[config.mk]
export PLATFORM = sky130hd
export DESIGN_NAME = jcond_resolver
export DESIGN_NICKNAME = d
export VERILOG_FILES = /design/src/rtl/jcond_pkg.sv /design/src/rtl/jcond_eval.sv /design/src/rtl/jcond_target.sv /design/src/rtl/jcond_resolver.sv
export SDC_FILE = /design/constraint.sdc
export NUM_CORES = 1
export LEC_CHECK = 0
export BUFFER_PORTS_ARGS = -buffer_cell sky130_fd_sc_hd__clkbuf_2
export CAP_MARGIN = 20
export CORE_UTILIZATION = 40
export CTS_BUF_LIST = sky130_fd_sc_hd__clkbuf_4
export DETAILED_ROUTE_END_ITERATION = 16
export GPL_TIMING_DRIVEN = 0
export PLACE_DENSITY_LB_ADDON = 0.12
export SLEW_MARGIN = 20
export SYNTH_ARGS = -nofsm -noshare
export SYNTH_HDL_FRONTEND = slang
export SYNTH_HIERARCHICAL = 1
export SYNTH_SLANG_ARGS = --single-unit
export TNS_END_PERCENT = 20
[constraint.sdc]
create_clock -name clk -period 0.8 [get_ports clk]
set_input_delay 0.12 -clock clk [delete_from_list [all_inputs] [get_ports clk]]
set_output_delay 0.12 -clock clk [all_outputs]
set_load 0.01 [all_outputs]
[src/rtl/jcond_pkg.sv]
package jcond_pkg;
  localparam int unsigned PC_W   = 16;
  localparam int unsigned OFF_W  = 10;
  localparam int unsigned COND_W = 3;

  typedef enum logic [COND_W-1:0] {
    JC_ZCLR  = 3'd0,
    JC_ZSET  = 3'd1,
    JC_CCLR  = 3'd2,
    JC_CSET  = 3'd3,
    JC_NSET  = 3'd4,
    JC_SGE   = 3'd5,
    JC_SLT   = 3'd6,
    JC_ALWAYS= 3'd7
  } jcond_e;

  typedef struct packed {
    logic c;
    logic z;
    logic n;
    logic v;
  } jflags_t;

  function automatic logic cond_met(input jcond_e cc, input jflags_t f);
    case (cc)
      JC_ZCLR:  return !f.z;
      JC_ZSET:  return f.z;
      JC_CCLR:  return !f.c;
      JC_CSET:  return f.c;
      JC_NSET:  return f.n;
      JC_SGE:   return f.n == f.v;
      JC_SLT:   return f.n != f.v;
      default:  return 1'b1;
    endcase
  endfunction

  function automatic logic [PC_W-1:0] seq_pc(input logic [PC_W-1:0] pc);
    return {pc[PC_W-1:1], 1'b0} + PC_W'(2);
  endfunction

  function automatic logic [PC_W-1:0] rel_pc(input logic [PC_W-1:0] pc,
                                             input logic [OFF_W-1:0] off);
    logic [PC_W-1:0] disp;
    disp = {{(PC_W-OFF_W-1){off[OFF_W-1]}}, off, 1'b0};
    return seq_pc(pc) + disp;
  endfunction
endpackage

[src/rtl/jcond_eval.sv]
module jcond_eval
  import jcond_pkg::*;
(
  input  logic [COND_W-1:0] cond,
  input  jflags_t           flags,
  output logic              taken
);
  always_comb taken = cond_met(jcond_e'(cond), flags);
endmodule

[src/rtl/jcond_target.sv]
module jcond_target
  import jcond_pkg::*;
(
  input  logic [PC_W-1:0]  pc,
  input  logic [OFF_W-1:0] off,
  input  logic             take,
  output logic [PC_W-1:0]  fall_pc,
  output logic [PC_W-1:0] jump_pc,
  output logic [PC_W-1:0]  next_pc
);
  always_comb begin
    fall_pc = seq_pc(pc);
    jump_pc = rel_pc(pc, off);
    next_pc = take ? jump_pc : fall_pc;
  end
endmodule

[src/rtl/jcond_resolver.sv]
module jcond_resolver
  import jcond_pkg::*;
(
  input  logic        clk,
  input  logic        rst_n,
  input  logic        req_valid,
  input  logic [2:0]  req_cond,
  input  logic [9:0]  req_off,
  input  logic [15:0] req_pc,
  input  logic        flag_c,
  input  logic        flag_z,
  input  logic        flag_n,
  input  logic        flag_v,
  output logic        res_valid,
  output logic        res_taken,
  output logic [15:0] res_pc
);
  jflags_t         flags_w;
  logic            take_w;
  logic [PC_W-1:0] fall_w, jump_w, next_w;

  assign flags_w = '{c: flag_c, z: flag_z, n: flag_n, v: flag_v};

  jcond_eval u_eval (
    .cond  (req_cond),
    .flags (flags_w),
    .taken (take_w)
  );

  jcond_target u_tgt (
    .pc      (req_pc),
    .off     (req_off),
    .take    (take_w),
    .fall_pc (fall_w),
    .jump_pc (jump_w),
    .next_pc (next_w)
  );

  always_ff @(posedge clk or negedge rst_n) begin
    if (!rst_n) begin
      res_valid <= 1'b0;
      res_taken <= 1'b0;
      res_pc    <= '0;
    end else begin
      res_valid <= req_valid;
      if (req_valid) begin
        res_taken <= take_w;
        res_pc    <= next_w;
      end
    end
  end
endmodule

==> qor_table.md <==
| Parameter | Reported | Unit |
|---|---|---|
| Status | complete, but fails checks | - |
| Violations in the final reports | negative setup slack | - |
| Routed vias/inst | 5.457 | - |
| Hold path depth | 3 | - |
| CP dominant cell by count | nand3_4 | - |
| Critical path depth in cells | 14 | - |
| Deepest clock path buffer count | 2 | - |
| Total wire length | 5416 | µm |
| Worst clock skew | 0 | ps |
| DRT antenna net count | 0 | - |
| Req. time, crit path | 960 | ps |
| Number of buffer and inverter instances along the worst setup path | 2 | - |
| Pin count of the biggest net entering global routing | 19 | - |
| Count of placed standard cells including taps | 303 | - |
| Number of pins with negative max-slew slack in the final report | 0 | - |
| Number of remaining DRC errors | 0 | - |
| Number of H-tree branching levels | 1 | - |
| TritonCTS clock tree | built | - |
| Min-Delay Path Class | input pin to register | - |
| Post-route fraction of the period consumed by the critical path | 2.997 | - |
| Die area | 5115 | µm² |
| Largest vdd supply drop | 1348 | µV |
| Synth Net Count | 255 | - |
| Fraction of layout cells with a size suffix above 1 | 0.6561 | - |
| Number of placed I/O pins | 54 | - |
| Setup slack after layout | -1597 | ps |
| Storage element area | 450.4 | µm² |
| Critical-path maximum fanout | 4 | - |
| Post-layout minimum cycle time | 2397 | ps |
| Count of input and output buffers | 52 | - |
| Yosys warning total | 6 | - |
| Via count | 1,839 | - |
| Total of endpoints with negative setup slack in the final report | 34 | - |
| Standard cell core area | 4504 | µm² |
| Worst Setup End Kind | register | - |
| Synthesis-to-finish area growth | 68.54 | % |
| First-pass DRT Iterations | 4 | - |
| Overflow after GRT | 0 | - |
| Final antenna diode count | 0 | - |
| Wire length of the first global-routing pass | 7955 | µm |
| Chip Height | 71.52 | µm |
| Cell with the biggest individual delay on the critical path | o41ai_4 | - |
| HPWL after detailed placement | 3502 | µm |
| Number of buffers inserted during clock tree synthesis | 3 | - |
| Startpoint-to-endpoint class of the critical path | input pin to register | - |
| Element type at the critical path start | input pin | - |
| Number of global-route vias before repair | 1,705 | - |
| Synth Cell Area | 1933 | µm² |
| Source-to-sink clock delay at the later pin of the worst-skew pair | 270 | ps |
| Arrival time of data at the critical path endpoint | 2560 | ps |
| Horizontal die dimension | 71.52 | µm |
| Worst path max stage delay | 330 | ps |
| Max Cap Violations | 0 | - |
| Highest clock rate | 0.4171 | GHz |
| Clock tree sinks | 18 | - |
| Fillers | 321 | - |
| Pwr Density | 1314 | nW/µm² |
| # nets final | 343 | - |
| Placer congestion estimate | 0.8042 | - |
| Critical path cell sequence | clkbuf_16, nand3_4, nor3_4, buf_12, nand3_4, xnor2_4, ha_1, a21oi_2, o21ai_2, a21oi_4, nor3b_2, o41ai_4, xnor2_2, mux2_4 | - |
| Post-CTS clock slew at the launch and capture registers of the worst setup and hold paths | 100 | ps |
| Hold Fails Final Rpt | 0 | - |
| End-of-flow core utilization | 0.7233 | - |
| Pleak | 1.476 | nW |
| Cell count after synthesis | 199 | - |
| DRC violation total after the first TritonRoute iteration | 72 | - |
| Hold Worst Slack | 257.2 | ps |
| Initial Util | 0.4292 | - |
| Initial antenna violation count | 0 | - |
| Setup repair after global routing missed its margin | yes | - |
| Area used by multi-input combinational logic | 1983 | µm² |
| Count of cells along the worst register-to-register path | 1 | - |
| GRT Overall Usage | 0.1953 | - |
| Final cell count without fillers | 337 | - |
| # rows | 24 | - |
| Routed length per instance | 16.07 | µm |
| CTS Root Cell | clkbuf_4 | - |
| Top delay family on crit path | compound AO/OA/AOI/OAI gates | - |
| Mean area per synthesized cell | 9.714 | µm² |
## final cells by class
class,count,area share
Timing Repair Buffer,84,0.2016
Multi-Input combinational cell,170,0.6087
Inverter,5,0.005760
Tap cell,52,0.01997
Clock buffer,3,0.006912
Buffer,5,0.01882
Sequential cell,18,0.1382
## tightest hold or removal path, delay by kind of cell
kind	cells	cell delay [ps]
buf+inv	2	230
mux	1	150
## metal layers
metal,GRT usage,up-vias,part of all wire
met3,0.008439,4,0.027
met4,0.02614,0,0.0046
li1,-,895,-
met2,0.3397,37,0.52
met1,0.2779,903,0.45
met5,0,-,0
## cell usage in the layout (no fill, tap or decap), types with 5 or more instances in the layout
master and instances:
clkbuf_2 41, buf_4 27, mux2_4 18, dfrtp_1 18, nand2_1 12, ha_4 11, mux2_2 9, a21oi_2 8
ha_1 8, buf_6 7, xor2_1 7, nor2_1 6, xnor2_1 5
## power by group
part	internal (mW)	total, mW	switching [mW]
Sequential	1.13	1.26	0.127
Combinational	1.45	2.60	1.15
Clock	0.174	0.417	0.243
Total	2.76	4.28	1.52
## per-stage QoR
step | instance area (µm²) | total power, mW | setup TNS (ps) | setup WS (ps)
after floorplan | 2034 | 2.549 | -19940 | -1520
after global placement | 2360 | 3.157 | -28570 | -2080
after detailed placement | 2360 | 3.167 | -29190 | -2092
after CTS | 2823 | 3.960 | -21740 | -1615
after global routing | 3258 | 4.572 | -23300 | -1709
final | 3258 | 4.280 | -21470 | -1597
## sequential cells by signal, indices dropped and copies added, names as in the netlist
name / flops
res_pc: 16
res_taken: 1
res_valid: 1
## what timing repair did
| item | CTS | global route |
|---|---|---|
| hold buffers | 2 | 0 |
| setup buffers | 16 | 13 |
| gates cloned | 1 | 0 |
| setup endpoints to repair | 34 | 34 |
| gates resized for setup | 46 | 71 |
| endpoints found under the hold margin | 19 | 0 |
| pin swaps | 22 | 34 |
## path summary, 6_finish.rpt
kind / start / end / slack [ps]
max in group asynchronous: rst_n / res_pc[14]$_DFFE_PN0P_ / 180
worst max-delay path: req_pc[1] / res_pc[15]$_DFFE_PN0P_ / -1600
worst min register to register: res_pc[0]$_DFFE_PN0P_ / res_pc[0]$_DFFE_PN0P_ / 510
min in group asynchronous: rst_n / res_pc[2]$_DFFE_PN0P_ / 310
worst min-delay path: req_valid / res_pc[2]$_DFFE_PN0P_ / 260
worst max register to register: res_pc[9]$_DFFE_PN0P_ / res_pc[9]$_DFFE_PN0P_ / 10
Power figures use the tool's default switching activity.
